$ cat config.mk
export PLATFORM = sky130hd
export DESIGN_NAME = dma_chan_ctl
export DESIGN_NICKNAME = d
export VERILOG_FILES = /design/src/rtl/dmac_pkg.sv /design/src/rtl/dmac_burst_dec.sv /design/src/rtl/dmac_pair_q.sv /design/src/rtl/dmac_engine.sv /design/src/rtl/dma_chan_ctl.sv
export SDC_FILE = /design/constraint.sdc
export NUM_CORES = 1
export LEC_CHECK = 0
export BUFFER_PORTS_ARGS = -buffer_cell sky130_fd_sc_hd__buf_2
export CAP_MARGIN = 20
export CORE_MARGIN = 1.5
export CORE_UTILIZATION = 34
export CTS_CLUSTER_DIAMETER = 30
export CTS_CLUSTER_SIZE = 40
export DETAILED_ROUTE_END_ITERATION = 16
export SETUP_SLACK_MARGIN = 0.2
export SYNTH_ARGS = -nofsm -noshare
export SYNTH_HDL_FRONTEND = slang
export SYNTH_SLANG_ARGS = --single-unit
$ cat constraint.sdc
create_clock -name clk -period 7.8 [get_ports clk]
set_input_delay 1.56 -clock clk [delete_from_list [all_inputs] [get_ports clk]]
set_output_delay 1.56 -clock clk [all_outputs]
set_load 0.03 [all_outputs]
$ cat src/rtl/dmac_pkg.sv
package dmac_pkg;
  typedef enum logic [1:0] {RG_CSR = 2'd0, RG_ADDR = 2'd1, RG_CNT = 2'd2} dmac_reg_e;

  localparam int B_IP    = 0;
  localparam int B_EP    = 1;
  localparam int B_DRAIN = 2;
  localparam int B_IEN   = 4;
  localparam int B_RST   = 7;
  localparam int B_DIR   = 8;
  localparam int B_EN    = 9;
  localparam int B_CYC   = 10;
  localparam int B_CNTEN = 13;
  localparam int B_TC    = 14;
  localparam int B_BSZ   = 18;
  localparam int B_TCID  = 23;
  localparam int B_NEN   = 24;
  localparam int B_ON    = 25;
  localparam int B_CV    = 26;
  localparam int B_NV    = 27;
  localparam int STEP    = 4;
endpackage

$ cat src/rtl/dmac_burst_dec.sv
module dmac_burst_dec #(
  parameter int BW = 5
) (
  input  logic [1:0]    code,
  output logic [BW-1:0] len
);
  always_comb begin
    case (code)
      2'b00:   len = BW'(4);
      2'b01:   len = BW'(8);
      2'b10:   len = BW'(1);
      default: len = BW'(16);
    endcase
  end
endmodule

$ cat src/rtl/dmac_pair_q.sv
module dmac_pair_q #(
  parameter int AW = 32,
  parameter int CW = 24
) (
  input  logic          clk,
  input  logic          rst,
  input  logic          clr,
  input  logic          beat,
  input  logic          cnt_en,
  input  logic          retire,
  input  logic          chain,
  input  logic          load,
  input  logic [AW-1:0] ld_addr,
  input  logic [CW-1:0] ld_cnt,
  output logic          cur_vld,
  output logic [AW-1:0] cur_addr,
  output logic [CW-1:0] cur_cnt,
  output logic          nxt_vld
);
  import dmac_pkg::*;

  logic [AW-1:0] nxt_addr, ca_n, na_n;
  logic [CW-1:0] nxt_cnt, cc_n, nc_n;
  logic          cv_n, nv_n;

  always_comb begin
    cv_n = cur_vld; ca_n = cur_addr; cc_n = cur_cnt;
    nv_n = nxt_vld; na_n = nxt_addr; nc_n = nxt_cnt;
    if (clr) begin
      cv_n = 1'b0; ca_n = '0; cc_n = '0;
      nv_n = 1'b0; na_n = '0; nc_n = '0;
    end else begin
      if (beat) begin
        ca_n = cur_addr + AW'(STEP);
        if (cnt_en) cc_n = (cur_cnt <= CW'(STEP)) ? '0 : cur_cnt - CW'(STEP);
      end
      if (retire) begin
        if (chain && nxt_vld) begin
          ca_n = nxt_addr; cc_n = nxt_cnt; nv_n = 1'b0;
        end else begin
          cv_n = 1'b0;
        end
      end
      if (load) begin
        if (!cv_n) begin
          cv_n = 1'b1; ca_n = ld_addr; cc_n = ld_cnt;
        end else if (!nv_n) begin
          nv_n = 1'b1; na_n = ld_addr; nc_n = ld_cnt;
        end
      end
    end
  end

  always_ff @(posedge clk) begin
    if (rst) begin
      cur_vld <= 1'b0; cur_addr <= '0; cur_cnt <= '0;
      nxt_vld <= 1'b0; nxt_addr <= '0; nxt_cnt <= '0;
    end else begin
      cur_vld <= cv_n; cur_addr <= ca_n; cur_cnt <= cc_n;
      nxt_vld <= nv_n; nxt_addr <= na_n; nxt_cnt <= nc_n;
    end
  end

  // a queued pair survives any load attempt
  p_next_kept_r5: assert property (@(posedge clk) disable iff (rst)
    nxt_vld && !clr && !retire |=> nxt_vld && $stable(nxt_addr) && $stable(nxt_cnt));
endmodule

$ cat src/rtl/dmac_engine.sv
module dmac_engine #(
  parameter int CW = 24,
  parameter int BW = 5
) (
  input  logic          clk,
  input  logic          rst,
  input  logic          rcmd,
  input  logic          arm,
  input  logic          dev_req,
  input  logic [BW-1:0] burst_len,
  input  logic          cnt_en,
  input  logic [CW-1:0] cur_cnt,
  input  logic          mem_ack,
  input  logic          mem_err,
  output logic          mem_req,
  output logic          drain,
  output logic          halt,
  output logic          beat,
  output logic          tc_hit,
  output logic          err_hit
);
  import dmac_pkg::*;

  logic [BW-1:0] left;
  logic          resp, go;

  assign resp    = mem_req && (mem_ack || mem_err);
  assign beat    = mem_req && mem_ack && !mem_err && !drain && !rcmd;
  assign err_hit = mem_req && mem_err && !drain && !rcmd;
  assign tc_hit  = beat && cnt_en && (cur_cnt <= CW'(STEP));
  assign go      = !mem_req && arm && !halt && dev_req && !rcmd;

  always_ff @(posedge clk) begin
    if (rst) begin
      mem_req <= 1'b0; drain <= 1'b0; halt <= 1'b0; left <= '0;
    end else if (rcmd) begin
      mem_req <= mem_req && !resp;
      drain   <= mem_req && !resp;
      halt    <= 1'b0;
    end else if (drain) begin
      if (resp) begin
        mem_req <= 1'b0; drain <= 1'b0;
      end
    end else if (mem_req) begin
      if (err_hit) begin
        mem_req <= 1'b0; halt <= 1'b1;
      end else if (beat) begin
        left <= left - BW'(1);
        if (left == BW'(1) || tc_hit) mem_req <= 1'b0;
      end
    end else if (go) begin
      mem_req <= 1'b1;
      left    <= burst_len;
    end
  end

  // request held until a response
  p_req_hold_r14: assert property (@(posedge clk) disable iff (rst)
    mem_req && !mem_ack && !mem_err |=> mem_req);
  // drain only while a cycle is outstanding
  p_drain_req_r12: assert property (@(posedge clk) disable iff (rst)
    drain |-> mem_req);
  // halted engine issues no new cycle
  p_halt_quiet_r11: assert property (@(posedge clk) disable iff (rst)
    halt && !mem_req |=> !mem_req);
endmodule

$ cat src/rtl/dma_chan_ctl.sv
module dma_chan_ctl #(
  parameter int          AW     = 32,
  parameter int          DW     = 32,
  parameter int          CW     = 24,
  parameter logic [3:0]  DEV_ID = 4'h3
) (
  input  logic          clk,
  input  logic          rst,
  input  logic          reg_we,
  input  logic          reg_re,
  input  logic [3:0]    reg_addr,
  input  logic [DW-1:0] reg_wdata,
  output logic [DW-1:0] reg_rdata,
  input  logic          dev_req,
  input  logic          dev_irq,
  input  logic [DW-1:0] dev_wdata,
  output logic [DW-1:0] dev_rdata,
  output logic          dev_beat,
  output logic          mem_req,
  output logic          mem_we,
  output logic [AW-1:0] mem_addr,
  output logic [DW-1:0] mem_wdata,
  input  logic [DW-1:0] mem_rdata,
  input  logic          mem_ack,
  input  logic          mem_err,
  output logic          irq
);
  import dmac_pkg::*;
  localparam int BW = 5;

  logic          int_en, dir, en, cnt_en, tcid, nen;
  logic [1:0]    bsz;
  logic          ipend, epend, tc;
  logic [CW-1:0] cnt_stage;
  logic [DW-1:0] csr_val;
  logic          cur_vld, nxt_vld, drain, halt, beat, tc_hit, err_hit;
  logic [AW-1:0] cur_addr;
  logic [CW-1:0] cur_cnt;
  logic [BW-1:0] burst_len;
  logic          aligned, csr_wr, rcmd, addr_wr, cnt_wr, load;
  dmac_reg_e     idx;
  logic          unused_bits;

  assign unused_bits = ^reg_wdata;
  assign aligned = (reg_addr[1:0] == 2'b00);
  assign idx     = dmac_reg_e'(reg_addr[3:2]);
  assign csr_wr  = reg_we && aligned && idx == RG_CSR;
  assign addr_wr = reg_we && aligned && idx == RG_ADDR;
  assign cnt_wr  = reg_we && aligned && idx == RG_CNT;
  assign rcmd    = csr_wr && reg_wdata[B_RST];
  assign load    = addr_wr && en;

  dmac_burst_dec #(.BW(BW)) u_dec (.code(bsz), .len(burst_len));

  dmac_pair_q #(.AW(AW), .CW(CW)) u_pairs (
    .clk(clk), .rst(rst), .clr(rcmd), .beat(beat), .cnt_en(cnt_en),
    .retire(tc_hit), .chain(nen), .load(load), .ld_addr(reg_wdata[AW-1:0]),
    .ld_cnt(cnt_stage), .cur_vld(cur_vld), .cur_addr(cur_addr),
    .cur_cnt(cur_cnt), .nxt_vld(nxt_vld));

  dmac_engine #(.CW(CW), .BW(BW)) u_eng (
    .clk(clk), .rst(rst), .rcmd(rcmd), .arm(en && cur_vld), .dev_req(dev_req),
    .burst_len(burst_len), .cnt_en(cnt_en), .cur_cnt(cur_cnt),
    .mem_ack(mem_ack), .mem_err(mem_err), .mem_req(mem_req), .drain(drain),
    .halt(halt), .beat(beat), .tc_hit(tc_hit), .err_hit(err_hit));

  assign mem_addr  = cur_addr;
  assign mem_we    = dir;
  assign mem_wdata = dev_wdata;

  always_comb begin
    csr_val            = '0;
    csr_val[B_IP]      = ipend;
    csr_val[B_EP]      = epend;
    csr_val[B_DRAIN]   = drain;
    csr_val[B_IEN]     = int_en;
    csr_val[B_DIR]     = dir;
    csr_val[B_EN]      = en;
    csr_val[B_CYC]     = mem_req;
    csr_val[B_CNTEN]   = cnt_en;
    csr_val[B_TC]      = tc;
    csr_val[B_BSZ+:2]  = bsz;
    csr_val[B_TCID]    = tcid;
    csr_val[B_NEN]     = nen;
    csr_val[B_ON]      = en && cur_vld && !halt;
    csr_val[B_CV]      = cur_vld;
    csr_val[B_NV]      = nxt_vld;
    csr_val[DW-1:DW-4] = DEV_ID;
  end

  always_ff @(posedge clk) begin
    if (rst) begin
      {int_en, dir, en, cnt_en, tcid, nen} <= '0;
      bsz <= '0; ipend <= 1'b0; epend <= 1'b0; tc <= 1'b0;
      cnt_stage <= '0; irq <= 1'b0; reg_rdata <= '0;
      dev_beat <= 1'b0; dev_rdata <= '0;
    end else begin
      irq      <= int_en && (ipend || epend);
      dev_beat <= beat;
      if (beat && !dir) dev_rdata <= mem_rdata;
      if (reg_re) begin
        if (!aligned)            reg_rdata <= '0;
        else if (idx == RG_CSR)  reg_rdata <= csr_val;
        else if (idx == RG_ADDR) reg_rdata <= DW'(cur_addr);
        else if (idx == RG_CNT)  reg_rdata <= DW'(cur_cnt);
        else                     reg_rdata <= '0;
      end
      if (rcmd) begin
        {int_en, dir, en, cnt_en, tcid, nen} <= '0;
        bsz <= '0; ipend <= 1'b0; epend <= 1'b0; tc <= 1'b0;
        cnt_stage <= '0;
      end else begin
        ipend <= (ipend && !(csr_wr && reg_wdata[B_IP])) || (tc_hit && !tcid) || dev_irq;
        epend <= (epend && !(csr_wr && reg_wdata[B_EP])) || err_hit;
        tc    <= (tc && !(csr_wr && reg_wdata[B_TC])) || tc_hit;
        if (csr_wr) begin
          int_en <= reg_wdata[B_IEN];
          dir    <= reg_wdata[B_DIR];
          en     <= reg_wdata[B_EN];
          cnt_en <= reg_wdata[B_CNTEN];
          bsz    <= reg_wdata[B_BSZ+:2];
          tcid   <= reg_wdata[B_TCID];
          nen    <= reg_wdata[B_NEN];
        end
        if (cnt_wr) cnt_stage <= reg_wdata[CW-1:0];
      end
    end
  end

  // masked terminal count never raises the pending bit
  p_tcid_r8: assert property (@(posedge clk) disable iff (rst)
    tcid && !ipend && !dev_irq && !csr_wr |=> !ipend);
  // interrupt line quiet while interrupts are disabled
  p_irq_off_r13: assert property (@(posedge clk) disable iff (rst)
    !int_en |=> !irq);
endmodule

==> summary.md <==
| Metric | Value |
|---|---|
| Worst vdd ir | `approximately 0.17 mV` |
| Fin. max-slew vios | `0` |
| Type of origin of the critical path | `primary input` |
| Detailed Route Iter0 Violations | `1,319` |
| Fillers | `2,981` |
| Clock Path Buffers | `3` |
| Clk root buf | `clkbuf_16` |
| LEAKAGE | `5.05 nW` |
| Syn Nets | `1,437` |
| Slew margin rel. | `0.339` |
| Setup Crit Path Kind | `primary input to register` |
| Worst reg2reg startpoint | `u_pairs.cur_cnt[6]$_SDFF_PP0_` |
| Die width | `178 microns` |
| Vert. Die Dim | `178 microns` |
| Area contributors post-synth | `dfxtp_1 43%, nand2_1 8.6%, nand3_1 6.4%` |
| Nets | `1,549` |
| Outcome | `finished clean` |
| Tmin final | `between 4 and 5 ns` |
| RSZ-0062 raised after global routing | `no` |
| Total power | `0.00332 W` |
| Seq/Total Area, Yosys | `0.429` |
| PwrDens | `255 nW/um^2` |
| Routed len/inst | `19.5 microns` |
| Via Count | `10,400` |
| Layout Area Growth over Synthesis | `25.4%` |
| Worst Hold Launch | `u_pairs.nxt_cnt[17]$_SDFFE_PP0P_` |
| # resized after CTS | `0` |
| Routability cong. | `0.914` |
| CTS Buf Count | `51` |
| RR Endpoint | `u_pairs.cur_addr[31]$_SDFF_PP0_` |
| Class of the worst hold path | `register to register` |
| Core box area | `approximately 30,000 sq um` |
| Antenna fix cells | `0` |
| Count of unique library cells instantiated by Yosys | `62` |
| Fin area | `13,000 sq um` |
| Yosys warnings | `0` |
| Clk_skew | `0.0142 ns` |
| Data arrival time of the worst path | `4.93 ns` |
| Synthesized area | `about 10,000 sq um` |
| Grt ovf | `0` |
| Antenna violations before repair | `0` |
| CP max FO | `34` |
| GRT Overall Usage | `0.222` |
| TritonCTS clock tree | `done` |
| # IOs | `240` |
| Area after DPL | `11,300 sq um` |
| Crit share post-route | `0.573` |
| Hold Path Depth | `2` |
| Top_reg_cell synth | `dfxtp_1` |
| Worst skew pair latency | `0.56 ns` |
| HPWL Detailed | `~25,000 microns` |
| Crit path largest cell delay | `~0.82 ns` |
| Gate Count Post-Synth | `1,324` |
| Worst Path Required | `around 8.3 ns` |
| WL final | `36,300 microns` |
| Hold Fails Final Rpt | `0` |
| DRC violations left | `0` |
| DR vias/cell | `5.57` |
| Synth area leader | `dfxtp_1` |
| Largest net degree at the start of global routing | `slightly below 200` |
| TritonRoute pass-1 iters | `6` |
| Vias in the first global route | `9,255` |
| Number of synthesized flops with an enable pin | `0` |
| Area fraction of the dominant cell type after synthesis | `0.429` |
| Worst Tran Pin Value | `0.990 ns` |
| Hold Path End | `u_pairs.nxt_cnt[17]$_SDFFE_PP0P_` |
| Slowest cell on crit path | `a21oi_4` |
| Ys async rst share | `0` |
| CP Cell Sequence | `buf_2 > or4b_4 > o211ai_4 > nor4_4 > a21oi_4 > nand2_1 > o211ai_1` |
| Setup crit end kind | `register` |
| Finish-stage setup viols | `0` |
| Clock Pin Slew Worst Setup and Hold Paths | `0.04 ns` |
| Number of placement rows | `63` |
| Buffers and inverters on the worst path | `1` |
| Fraction of layout cells with a size suffix above 1 | `0.201` |
| Setup TNS | `0 ns` |
| Internal reg-to-reg setup slack | `4.36 ns` |
| Syn_area_per_cell | `7.86 sq um` |
| CTS H-tree depth | `2` |
| Initial Util | `0.348` |
| Reg2Reg Depth | `7` |
| F_max | `224 MHz` |
| Yosys reg bits | `223` |
| Total clock sinks | `223` |
| First-pass GRT wire length | `54,100 microns` |
| Final ANT Viol Nets | `0` |
| Top delay family on crit path | `compound AO/OA/AOI/OAI gates` |
| Maxcap violations | `0` |
| Setup Fix Bufs, Post-CTS | `0` |
| Port bufs | `175` |
| Die ar. | `31,700 sq um` |
| Hold-fix buffers at CTS | `0` |
==> power by group <==
group / switching, W / leakage, nW / internal (W)
logic: 0.0000707 / 2.41 / 0.0000264
registers: 0.00000285 / 1.80 / 0.00115
clock network: 0.000672 / 0.836 / 0.00140
==> cells by family after synthesis <==
family,count (synthesis),share of synthesized area
adder cells (fa/ha/maj),5,0.00601
flip-flops,223,0.429
XOR/XNOR,32,0.0269
multiplexers,22,0.0214
AO/OA/AOI/OAI,319,0.183
buffers and inverters,149,0.0716
AND/OR/NAND/NOR,574,0.262
==> layer usage <==
layer | share of wire | global-route usage | vias up
met2 | 0.42 | 0.327 | 534
met4 | 0.021 | 0.0732 | 0
met3 | 0.10 | 0.0581 | 57
met5 | 0 | 0 | -
met1 | 0.45 | 0.311 | 4877
li1 | - | - | 4926
==> area by class of cell <==
class / count / area, sq um / area share
Multi-Input combinational cell: 952 / 5250 / 0.402
Sequential cell: 223 / 4460 / 0.342
Clock inverter: 21 / 251 / 0.0193
Inverter: 13 / 48.8 / 0.00374
Clock buffer: 73 / 1470 / 0.113
Timing Repair Buffer: 195 / 1070 / 0.0823
Tap cell: 390 / 488 / 0.0374
==> how the worst max path moves through the flow <==
| stage | start | end | slack (ns) | depth (start not counted) |
|---|---|---|---|---|
| 6_report | reg_addr[3] | u_pairs.cur_addr[21]$_SDFF_PP0_ | 3.33 | 7 |
| 5_1_grt | reg_addr[3] | u_pairs.cur_addr[21]$_SDFF_PP0_ | 3.11 | 7 |
| 4_1_cts | reg_addr[3] | u_pairs.cur_addr[21]$_SDFF_PP0_ | 3.36 | 7 |
| 3_5_place_dp | reg_addr[3] | u_pairs.cur_addr[21]$_SDFF_PP0_ | 2.82 | 7 |
| 3_3_place_gp | reg_addr[3] | u_pairs.cur_addr[26]$_SDFF_PP0_ | 2.94 | 7 |
| 2_1_floorplan | reg_addr[3] | u_pairs.cur_cnt[18]$_SDFF_PP0_ | 4.19 | 9 |
==> placed cells by master, fill, tap and decap left out, drive strengths merged, types with 4 or more instances in the layout <==
master / instances
nor2: 67
nor2b: 4
a31oi: 8
a21o: 4
a21oi: 109
xnor2: 19
ha: 5
buf: 194
dfxtp: 223
clkinv: 14
xor2: 13
nand3: 133
nor3b: 7
nand2b: 6
o21ai: 113
clkinvlp: 4
or3: 5
inv: 13
mux2i: 20
o211ai: 17
nand4: 41
a22oi: 25
nor3: 27
o31ai: 5
and3: 14
clkbuf: 74
nand2: 240
a222oi: 13
nor4: 11
or4: 8
==> flip-flops by register name, summed over array words and instances (netlist names), 2 cells and up <==
name,flops
u_pairs.cur_addr,32
u_pairs.cur_cnt,24
cnt_stage,24
bsz,2
u_eng.left,5
u_pairs.nxt_addr,32
reg_rdata,32
dev_rdata,32
u_pairs.nxt_cnt,24
==> through the flow <==
stage | std cells | setup slack (ns) | hold WS [ns] | util
2_1_floorplan | 1324 | 4.19 | 0.424 | -
3_3_place_gp | 1769 | 2.94 | 0.435 | 0.377
3_5_place_dp | 1772 | 2.82 | 0.443 | 0.379
4_1_cts | 1866 | 3.36 | 0.450 | 0.436
5_1_grt | 1867 | 3.11 | 0.468 | 0.437
6_report | 1867 | 3.33 | 0.448 | 0.437
==> Yosys cell counts, types with 7 or more instances <==
cell / n
a21oi_1: 109
a222oi_1: 13
a22oi_1: 25
a31oi_1: 8
and3_1: 14
buf_2: 16
buf_4: 38
clkbuf_1: 73
dfxtp_1: 223
inv_1: 13
mux2i_1: 20
nand2_1: 239
nand3_1: 133
nand4_1: 41
nor2_1: 67
nor3_1: 27
nor3b_1: 7
o211ai_1: 15
o21ai_0: 85
o21ai_1: 28
or4_1: 8
xnor2_1: 19
xor2_1: 13
==> tightest hold or removal path, stage by stage, from the launching register on <==
cell	delay, ns
dfxtp_1	0.30
nand2_1	0.05
o21ai_1	0.05
No activity file was read; power rests on OpenSTA's default activity.
